===== config.mk =====
export PLATFORM = sky130hd
export DESIGN_NAME = printerTx
export DESIGN_NICKNAME = d
export VERILOG_FILES = /design/src/rtl/printerTxPkg.sv /design/src/rtl/printerTxCtrl.sv /design/src/rtl/printerTxData.sv /design/src/rtl/printerTx.sv
export SDC_FILE = /design/constraint.sdc
export NUM_CORES = 1
export LEC_CHECK = 0
export BUFFER_PORTS_ARGS = -buffer_cell sky130_fd_sc_hd__buf_2
export CAP_MARGIN = 25
export CELL_PAD_IN_SITES_DETAIL_PLACEMENT = 2
export CELL_PAD_IN_SITES_GLOBAL_PLACEMENT = 2
export CORE_MARGIN = 3
export CORE_UTILIZATION = 39
export CTS_BUF_LIST = sky130_fd_sc_hd__clkbuf_4 sky130_fd_sc_hd__clkbuf_8
export CTS_CLUSTER_DIAMETER = 100
export DETAILED_ROUTE_END_ITERATION = 10
export HOLD_SLACK_MARGIN = 0.12
export PLACE_DENSITY = 0.89
export SLEW_MARGIN = 40
export SYNTH_ARGS = -nofsm -noshare
export SYNTH_HDL_FRONTEND = slang
export SYNTH_SLANG_ARGS = --single-unit

===== constraint.sdc =====
create_clock -name clk -period 3.54 [get_ports clk]
set_clock_uncertainty 0.15 [all_clocks]
set_input_delay 0.354 -clock clk [delete_from_list [all_inputs] [get_ports clk]]
set_output_delay 0.354 -clock clk [all_outputs]
set_load 0.05 [all_outputs]

===== src/rtl/printerTxPkg.sv =====
package printerTxPkg;

  // one-hot phase encoding: each pin-driving phase is a single flop
  typedef enum logic [6:0] {
    ST_IDLE   = 7'b0000001,
    ST_WAIT   = 7'b0000010,
    ST_SETUP  = 7'b0000100,
    ST_STROBE = 7'b0001000,
    ST_HOLD   = 7'b0010000,
    ST_DONE   = 7'b0100000,
    ST_INIT   = 7'b1000000
  } txState_t;

  // strobes from control to datapath
  typedef struct packed {
    logic loadData;
    logic clrCnt;
    logic capStatus;
    logic timedOut;
    logic strobeLow;
    logic initLow;
  } ctlStrobe_t;

  // raw status register image: S7 inverted from busy pin, others direct
  function automatic logic [7:0] rawStatus(input logic busyPin, input logic ackPin,
                                           input logic paperPin, input logic selPin,
                                           input logic errPin);
    return {~busyPin, ackPin, paperPin, selPin, errPin, 3'b000};
  endfunction

  // folded status: flip bits 6 and 3, append timeout flag in bit 0
  function automatic logic [7:0] foldStatus(input logic [7:0] raw, input logic timedOut);
    return (raw ^ 8'h48) | {7'b0, timedOut};
  endfunction

endpackage


===== src/rtl/printerTxCtrl.sv =====
module printerTxCtrl
  import printerTxPkg::*;
#(
  parameter int SETUP_CYC   = 25,
  parameter int STROBE_CYC  = 30,
  parameter int HOLD_CYC    = 25,
  parameter int INIT_CYC    = 15000,
  parameter int TIMEOUT_CYC = 1000000,
  parameter int CNT_W       = 20
) (
  input  logic             clk,
  input  logic             rstN,
  input  logic             cmdValid,
  input  logic             cmdInit,
  input  logic             busyIn,
  input  logic [CNT_W-1:0] cnt,
  output logic             cmdReady,
  output logic             doneValid,
  output ctlStrobe_t       ctl
);

  localparam logic [CNT_W-1:0] SETUP_LAST   = CNT_W'(SETUP_CYC - 1);
  localparam logic [CNT_W-1:0] STROBE_LAST  = CNT_W'(STROBE_CYC - 1);
  localparam logic [CNT_W-1:0] HOLD_LAST    = CNT_W'(HOLD_CYC - 1);
  localparam logic [CNT_W-1:0] INIT_LAST    = CNT_W'(INIT_CYC - 1);
  localparam logic [CNT_W-1:0] TIMEOUT_LAST = CNT_W'(TIMEOUT_CYC - 1);

  txState_t state, nextState;

  always_ff @(posedge clk or negedge rstN) begin
    if (!rstN) state <= ST_IDLE;
    else       state <= nextState;
  end

  always_comb begin
    nextState     = state;
    ctl           = '0;
    ctl.strobeLow = (state == ST_STROBE);
    ctl.initLow   = (state == ST_INIT);
    unique case (state)
      ST_IDLE: begin
        if (cmdValid) begin
          ctl.clrCnt = 1'b1;
          if (cmdInit) begin
            nextState = ST_INIT;
          end else begin
            nextState    = ST_WAIT;
            ctl.loadData = 1'b1;
          end
        end
      end
      ST_WAIT: begin
        if (!busyIn) begin
          nextState  = ST_SETUP;
          ctl.clrCnt = 1'b1;
        end else if (cnt == TIMEOUT_LAST) begin
          nextState     = ST_DONE;
          ctl.capStatus = 1'b1;
          ctl.timedOut  = 1'b1;
        end
      end
      ST_SETUP: begin
        if (cnt == SETUP_LAST) begin
          nextState  = ST_STROBE;
          ctl.clrCnt = 1'b1;
        end
      end
      ST_STROBE: begin
        if (cnt == STROBE_LAST) begin
          nextState  = ST_HOLD;
          ctl.clrCnt = 1'b1;
        end
      end
      ST_HOLD: begin
        if (cnt == HOLD_LAST) begin
          nextState     = ST_DONE;
          ctl.capStatus = 1'b1;
        end
      end
      ST_INIT: begin
        if (cnt == INIT_LAST) begin
          nextState     = ST_DONE;
          ctl.capStatus = 1'b1;
        end
      end
      ST_DONE: nextState = ST_IDLE;
      default: nextState = ST_IDLE;
    endcase
  end

  assign cmdReady  = (state == ST_IDLE);
  assign doneValid = (state == ST_DONE);

  // independent strobe-width counter used only by the check below
  logic [CNT_W-1:0] lowRun;
  always_ff @(posedge clk or negedge rstN) begin
    if (!rstN)              lowRun <= '0;
    else if (ctl.strobeLow) lowRun <= lowRun + 1'b1;
    else                    lowRun <= '0;
  end

  AST_STROBE_WIDTH: assert property (@(posedge clk) disable iff (!rstN)
    (!ctl.strobeLow && $past(ctl.strobeLow)) |-> lowRun == CNT_W'(STROBE_CYC));

  AST_READY_AFTER_DONE: assert property (@(posedge clk) disable iff (!rstN)
    $rose(cmdReady) |-> $past(doneValid));

  AST_DONE_SINGLE: assert property (@(posedge clk) disable iff (!rstN)
    doneValid |=> (!doneValid && cmdReady));

endmodule


===== src/rtl/printerTxData.sv =====
module printerTxData
  import printerTxPkg::*;
#(
  parameter int CNT_W = 20
) (
  input  logic             clk,
  input  logic             rstN,
  input  logic [7:0]       cmdData,
  input  ctlStrobe_t       ctl,
  input  logic             busyIn,
  input  logic             ackN,
  input  logic             paperEnd,
  input  logic             selectedIn,
  input  logic             errorN,
  output logic [CNT_W-1:0] cnt,
  output logic [7:0]       dataOut,
  output logic             strobeN,
  output logic             initN,
  output logic             selectN,
  output logic             autoFeedN,
  output logic [7:0]       doneStatus
);

  logic [7:0] dataReg;
  logic [7:0] statusReg;

  always_ff @(posedge clk or negedge rstN) begin
    if (!rstN)           cnt <= '0;
    else if (ctl.clrCnt) cnt <= '0;
    else                 cnt <= cnt + 1'b1;
  end

  always_ff @(posedge clk or negedge rstN) begin
    if (!rstN)             dataReg <= '0;
    else if (ctl.loadData) dataReg <= cmdData;
  end

  always_ff @(posedge clk or negedge rstN) begin
    if (!rstN) statusReg <= '0;
    else if (ctl.capStatus)
      statusReg <= foldStatus(rawStatus(busyIn, ackN, paperEnd, selectedIn, errorN),
                              ctl.timedOut);
  end

  assign dataOut    = dataReg;
  assign strobeN    = ~ctl.strobeLow;
  assign initN      = ~ctl.initLow;
  assign selectN    = 1'b0;
  assign autoFeedN  = 1'b1;
  assign doneStatus = statusReg;

  AST_DATA_HOLD: assert property (@(posedge clk) disable iff (!rstN)
    (!strobeN || $past(!strobeN)) |-> $stable(dataOut));

  AST_PULSES_EXCLUSIVE: assert property (@(posedge clk) disable iff (!rstN)
    !(!strobeN && !initN));

  AST_TIMEOUT_BUSY: assert property (@(posedge clk) disable iff (!rstN)
    (ctl.capStatus && ctl.timedOut) |-> busyIn);

endmodule


===== src/rtl/printerTx.sv =====
module printerTx
  import printerTxPkg::*;
#(
  parameter int SETUP_CYC   = 25,
  parameter int STROBE_CYC  = 30,
  parameter int HOLD_CYC    = 25,
  parameter int INIT_CYC    = 15000,
  parameter int TIMEOUT_CYC = 1000000
) (
  input  logic       clk,
  input  logic       rstN,
  input  logic       cmdValid,
  input  logic       cmdInit,
  input  logic [7:0] cmdData,
  output logic       cmdReady,
  output logic       doneValid,
  output logic [7:0] doneStatus,
  output logic [7:0] dataOut,
  output logic       strobeN,
  output logic       autoFeedN,
  output logic       initN,
  output logic       selectN,
  input  logic       busyIn,
  input  logic       ackN,
  input  logic       paperEnd,
  input  logic       selectedIn,
  input  logic       errorN
);

  localparam int MAX_A   = (SETUP_CYC > STROBE_CYC) ? SETUP_CYC : STROBE_CYC;
  localparam int MAX_B   = (HOLD_CYC > INIT_CYC) ? HOLD_CYC : INIT_CYC;
  localparam int MAX_C   = (MAX_A > MAX_B) ? MAX_A : MAX_B;
  localparam int MAX_LEN = (MAX_C > TIMEOUT_CYC) ? MAX_C : TIMEOUT_CYC;
  localparam int CNT_W   = $clog2(MAX_LEN + 1);

  ctlStrobe_t       ctl;
  logic [CNT_W-1:0] cnt;

  printerTxCtrl #(
    .SETUP_CYC(SETUP_CYC), .STROBE_CYC(STROBE_CYC), .HOLD_CYC(HOLD_CYC),
    .INIT_CYC(INIT_CYC), .TIMEOUT_CYC(TIMEOUT_CYC), .CNT_W(CNT_W)
  ) uCtrl (
    .clk(clk), .rstN(rstN), .cmdValid(cmdValid), .cmdInit(cmdInit),
    .busyIn(busyIn), .cnt(cnt), .cmdReady(cmdReady), .doneValid(doneValid),
    .ctl(ctl)
  );

  printerTxData #(.CNT_W(CNT_W)) uData (
    .clk(clk), .rstN(rstN), .cmdData(cmdData), .ctl(ctl), .busyIn(busyIn),
    .ackN(ackN), .paperEnd(paperEnd), .selectedIn(selectedIn), .errorN(errorN),
    .cnt(cnt), .dataOut(dataOut), .strobeN(strobeN), .initN(initN),
    .selectN(selectN), .autoFeedN(autoFeedN), .doneStatus(doneStatus)
  );

  AST_IDLE_LEVELS: assert property (@(posedge clk) disable iff (!rstN)
    cmdReady |-> (strobeN && initN && !selectN && autoFeedN));

endmodule


Yosys cells after proc, flatten, opt, wreduce, memory -nomap -nowiden. Index checks and enable logic that the tools add are counted.

Bits in registers: 43. Input port bits: 17. Output and inout port bits: 22. Logic and storage cells: 50.

Add/sub/neg operators: 1. Eq/ne operators: 17. Multiplexer cells: 22. Bitwise gates (word level): 5. Reduce and logical (&&, ||, !) cells: 1.

Operators by type and width (count): 2-to-1 mux 7 bit (8); one-hot mux 7 bit (6 select lines) (1); == test 20 x 5 -> 1 bit, second input constant (2); adder 20 x 1 -> 20 bit, second input constant (1); == test 20 x 14 -> 1 bit, second input constant (1); == test 20 bit, second input constant (1); 2-to-1 mux 20 bit (1); bitwise OR 8 x 1 -> 8 bit (1); == test 7 x 1 -> 1 bit, second input constant (1); == test 7 x 2 -> 1 bit, second input constant (1); == test 7 x 3 -> 1 bit, second input constant (1); == test 7 x 4 -> 1 bit, second input constant (1); == test 7 x 5 -> 1 bit, second input constant (1); == test 7 x 6 -> 1 bit, second input constant (1); == test 7 bit, second input constant (1); 2-to-1 mux 1 bit (7); 2-to-1 mux 2 bit (3); != test 2 bit, second input constant (3); AND reduction 6 bit (1); != test 2 x 1 -> 1 bit, second input constant (2); one-hot mux 1 bit (4 select lines) (1); != test 3 x 2 -> 1 bit, second input constant (1); NOT 1 bit (3); one-hot mux 1 bit (3 select lines) (1); NOT 2 bit (1).

Depth between registers and ports, before layout.
Word-level depth: 5. Gate-level depth with buffers: 6. Mapped depth without buffers: 6.

Hierarchy. From an unflattened synthesis, not the netlist that was laid out.

Cell total of the unflattened synthesis: 219. Area total of the unflattened synthesis: 2232.1 µm².

By module, submodules not included: printerTxData (times used 1, cells each 141, area each 1575.3 µm², sequential area each 850.8 µm²); printerTxCtrl (times used 1, cells each 78, area each 656.9 µm², sequential area each 176.4 µm²).

Worst setup path before layout. Ideal clock, no wire load.

Path type: register to register. Start point: register uCtrl.state[0]. End point: register uData.dataReg[0] (netlist: uData.dataOut[0]). Setup time: 0.125 ns. Arrival: 2.243 ns. Data required time: 3.265 ns. Slack: 1.022 ns. Stages on the path, launching flop included: 5. Path buffers: 1. Period minus slack after synthesis: 2.518 ns. Path through: dfstp_2 -> clkbuf_1 -> nor3b_2 -> nand3b_2 -> mux2_2.

Cells in the longest elaborated chain, start to end: 2.

RTL lines: start: declaration (RTL line printerTxCtrl.sv:28) `txState_t state, nextState;`; start signal: assignment (RTL line printerTxCtrl.sv:32) `else state <= nextState;`; == test 7 x 1 -> 1 bit; named net cmdReady (RTL line printerTx.sv:15) `output logic cmdReady,`; 2-to-1 mux 1 bit (RTL line printerTxCtrl.sv:40) `unique case (state)`; end signal: assignment (RTL line printerTxData.sv:35) `else if (ctl.loadData) dataReg <= cmdData;`; end: declaration (RTL line printerTxData.sv:24) `logic [7:0] dataReg;`.

The timed path passes the listed nets, and every way through them passes these cells. A chain may end at the register's enable or synchronous reset.

Final worst setup path.
Start point: register uCtrl.state[1]. End point: output port doneValid.

Cells in the longest elaborated chain, start to end: 1.

RTL lines: == test 7 x 6 -> 1 bit (RTL line printerTxCtrl.sv:92) `assign doneValid = (state == ST_DONE);`; end: declaration (RTL line printerTx.sv:16) `output logic doneValid,`.

No other way between the ends.

==> flow_metrics.py <==
metrics = {
    "timing": {
        "max_freq_mhz": 406,
        "rsz0062_at_grt": "false",
        "tightest_slew_ns": 0.644,
        "timing.final.ws_setup_ns": 1.08,
        "finalCritPeriodShare_pct": 69.5,
        "setup_violations": 0,
        "hold_viol_final": 0,
        "min_period_ns": 2.46,
        "maxSlewViolCount": 0,
        "max-slew-margin-rel_pct": 56.6,
        "fin_setup_tns_ns": 0,
    },
    "outcome": {
        "status": "finished clean",
    },
    "setup_path": {
        "crit_chain": "nor4_1 > and3_1 > buf_2",
        "startpoint_type": "flip-flop",
        "critPathKind": "reg -> out",
        "arrival_ns": 1.96,
        "cp-end-kind": "output pin",
        "timing.critical_path.buf_inv": 1,
        "critPathMaxFanout": 10,
        "critPathRequiredTime_ns": 3.04,
        "crit_family": "simple AND/OR/NAND/NOR gates",
        "slowest_stage": "nor4_1",
        "critPathMaxStageDelay_ns": 0.63,
    },
    "layout": {
        "fin_cells": 336,
        "area_growth_pct": 15.6,
        "diodes": 0,
        "drive_above_1_share_pct": 25.0,
        "nets": 283,
        "fin_area_mm2": 0.00263,
    },
    "routing": {
        "postRouteAntennaNets": 0,
        "vias_per_cell": 5.54,
        "routed-via-count": 1860,
        "wirelength_mm": 6.66,
        "post_drt_wl_per_cell_um": 19.8,
        "firstDrtPassIters": 4,
        "drtIter0Drc": 50,
        "drc": 0,
    },
    "floorplanning": {
        "io_pins": 39,
        "die_h_um": 82.3,
        "fp.dieW_um": 82.3,
        "initial_utilization_pct": 40.7,
        "num_rows": 27,
        "dieArea_mm2": 0.00677,
        "core-area_mm2": 0.00557,
    },
    "placed_design": {
        "hpwlAfterDp_mm": 4.80,
        "dp.cells": 324,
        "placed_area_mm2": 0.00247,
        "pre_cts_slack_ns": 1.30,
        "gp_congestion": 0.807,
        "portBuffers": 34,
    },
    "clocking": {
        "htreeDepth": 2,
        "cts-root-buf": "clkbuf_8",
        "clkLatencyLatePin_ns": 0.30,
        "cts_made_buffers": 5,
        "postCtsHoldBufs": 4,
        "path_clk_slew_ns": 0.09,
        "cts_setup_buffers": 0,
        "cts_resized": 0,
        "clockBufferDepth": 2,
        "cts_tree": "built",
        "cts_sinks": 41,
    },
    "grt": {
        "gr-usage-all-layers_pct": 20.9,
        "grt_max_degree": 42,
        "overflow": 0,
        "grt_first_pass_wirelength_mm": 10.6,
        "antenna_found_initial": 0,
        "grt_pass1_vias": 2072,
    },
    "pwr": {
        "p_leak_nw": 1.22,
        "netSwitchingFraction_pct": 44.6,
        "intPower_w": 0.000998,
        "p_clk_share_pct": 21.8,
        "p_seq_share_pct": 37.1,
        "ir_drop_mv": 0.333,
        "power_density_mw_per_mm2": 686,
        "fin_total_pwr_w": 0.00180,
        "switching_power_w": 0.000804,
        "comb_power_share_pct": 41.0,
    },
    "yosys": {
        "async_flop_share_pct": 100,
        "synth.avg_cell_area_um2": 10.0,
        "yosysUniqueCellTypes": 51,
        "synth_area_leaders": "dfrtp_1 (44%), xor2_1 (4.6%), nor2_1 (4.1%), mux2_2 (4.0%), o21ai_0 (2.4%)",
        "syn_inst": 227,
        "syn_area_mm2": 0.00227,
        "synth.largest_area_cell": "dfrtp_1",
        "ys_ff_latch": 41,
        "synthFlopType": "dfrtp_1",
        "synth-edff-count": 0,
        "ys_seq_area_share_pct": 45.2,
        "yosysTopAreaCellShare_pct": 44.1,
        "ys_warn_count": 0,
    },
    "worst_hold_path": {
        "holdCritPathClass": "in -> reg",
    },
    "job": {
        "maxCapViolCount": 0,
    },
}
[logic make-up (layout without fill, tap and decap cells)]
kind of cell,Yosys count,in the layout,synth area share (%)
other cells,2,4,0.331
xor+xnor,16,16,6.17
compound gates,32,32,9.48
buf+inv,23,58,5.23
simple gates,97,97,25.3
flops,41,41,45.2
mux,13,13,6.61
fa+ha+maj,3,3,1.65
[worst reg2reg max path, cell delays in order, from the launching register on]
cell	delay (ns)
dfrtp_1	0.43
ha_1	0.29
and4b_1	0.23
nand3_1	0.08
nor2_1	0.11
a221oi_4	0.50
mux2_4	0.34
[layout make-up]
| cell class | instances | area (µm²) |
|---|---|---|
| multi-input combinational | 165 | 1130 |
| clock buffer | 5 | 68.8 |
| clock inverter | 3 | 46.3 |
| timing repair buffer | 39 | 220 |
| inverter | 11 | 41.3 |
| tap | 72 | 90.1 |
| sequential | 41 | 1030 |
| fill | 606 | 2950 |
[Yosys cell counts (3+ instances only)]
cell       n
a21oi_1    8
and2_1     3
and3_1     5
buf_4      6
clkbuf_1   3
dfrtp_1   40
ha_1       3
inv_1     11
mux2_2     8
mux2i_1    3
nand2_1   12
nand3_1   10
nand4_1    7
nor2_1    25
nor3_1     7
nor3b_1    3
o21ai_0   11
or3_1      4
xnor2_1    4
xor2_1    12
[path summary, 6_finish.rpt]
path | cells after the start | end | startpoint | slack, ns
hold / removal | 2 | uData.dataOut[2]$_DFFE_PN0P_ | cmdData[2] | 0.12
setup reg to reg | 6 | uData.doneStatus[5]$_DFFE_PN0P_ | uData.cnt[0]$_DFF_PN0_ | 1.30
hold reg to reg | 1 | uData.dataOut[4]$_DFFE_PN0P_ | uData.dataOut[4]$_DFFE_PN0P_ | 0.36
setup / recovery | 3 | doneValid | uCtrl.state[1]$_DFFE_PN0P_ | 1.08
max in group asynchronous | 2 | uData.cnt[6]$_DFF_PN0_ | rstN | 2.45
min in group asynchronous | 2 | uData.doneStatus[7]$_DFFE_PN0P_ | rstN | 0.43
[placed cells by master, fill, tap and decap left out, types with 5 or more instances in the layout]
master and instances:
nor3_1 7, mux2_2 8, nand4_1 7, buf_2 33
and3_1 5, a21oi_1 8, nand3_1 10, o21ai_0 11
nor2_1 25, dfrtp_1 40, nand2_1 12, inv_1 11
clkbuf_8 5, xor2_1 12
[power groups by stage]
stage	Combinational [W]	Clock, W	Sequential [W]
2_1_floorplan	0.000430	0	0.000776
3_3_place_gp	0.000695	0	0.000664
3_5_place_dp	0.000733	0	0.000676
4_1_cts	0.000738	0.000402	0.000666
5_1_grt	0.000801	0.000420	0.000686
6_report	0.000739	0.000393	0.000669
[layer usage]
metal	wire (µm)	global-route usage, %	share of wire, %	vias up
met5	0	0	0	-
met4	65	5.32	0.98	0
met3	301	4.34	4.5	8
met2	3440	38.4	52	44
met1	2850	24.6	43	946
li1	-	-	-	862
[through the flow]
stage / utilization [%] / hold WS [ns]
global route: 47.1 / 0.131
floorplan: - / -0.0916
global placement: 44.3 / 0.333
detailed placement: 44.3 / 0.221
finish: 47.1 / 0.125
CTS: 47.1 / 0.129
[sequential cells by signal, indices dropped and copies added (netlist names)]
name	flops
uData.doneStatus	6
uData.dataOut	8
uData.cnt	20
uCtrl.state	7
Note: power is estimated with default switching activity, not from simulation.
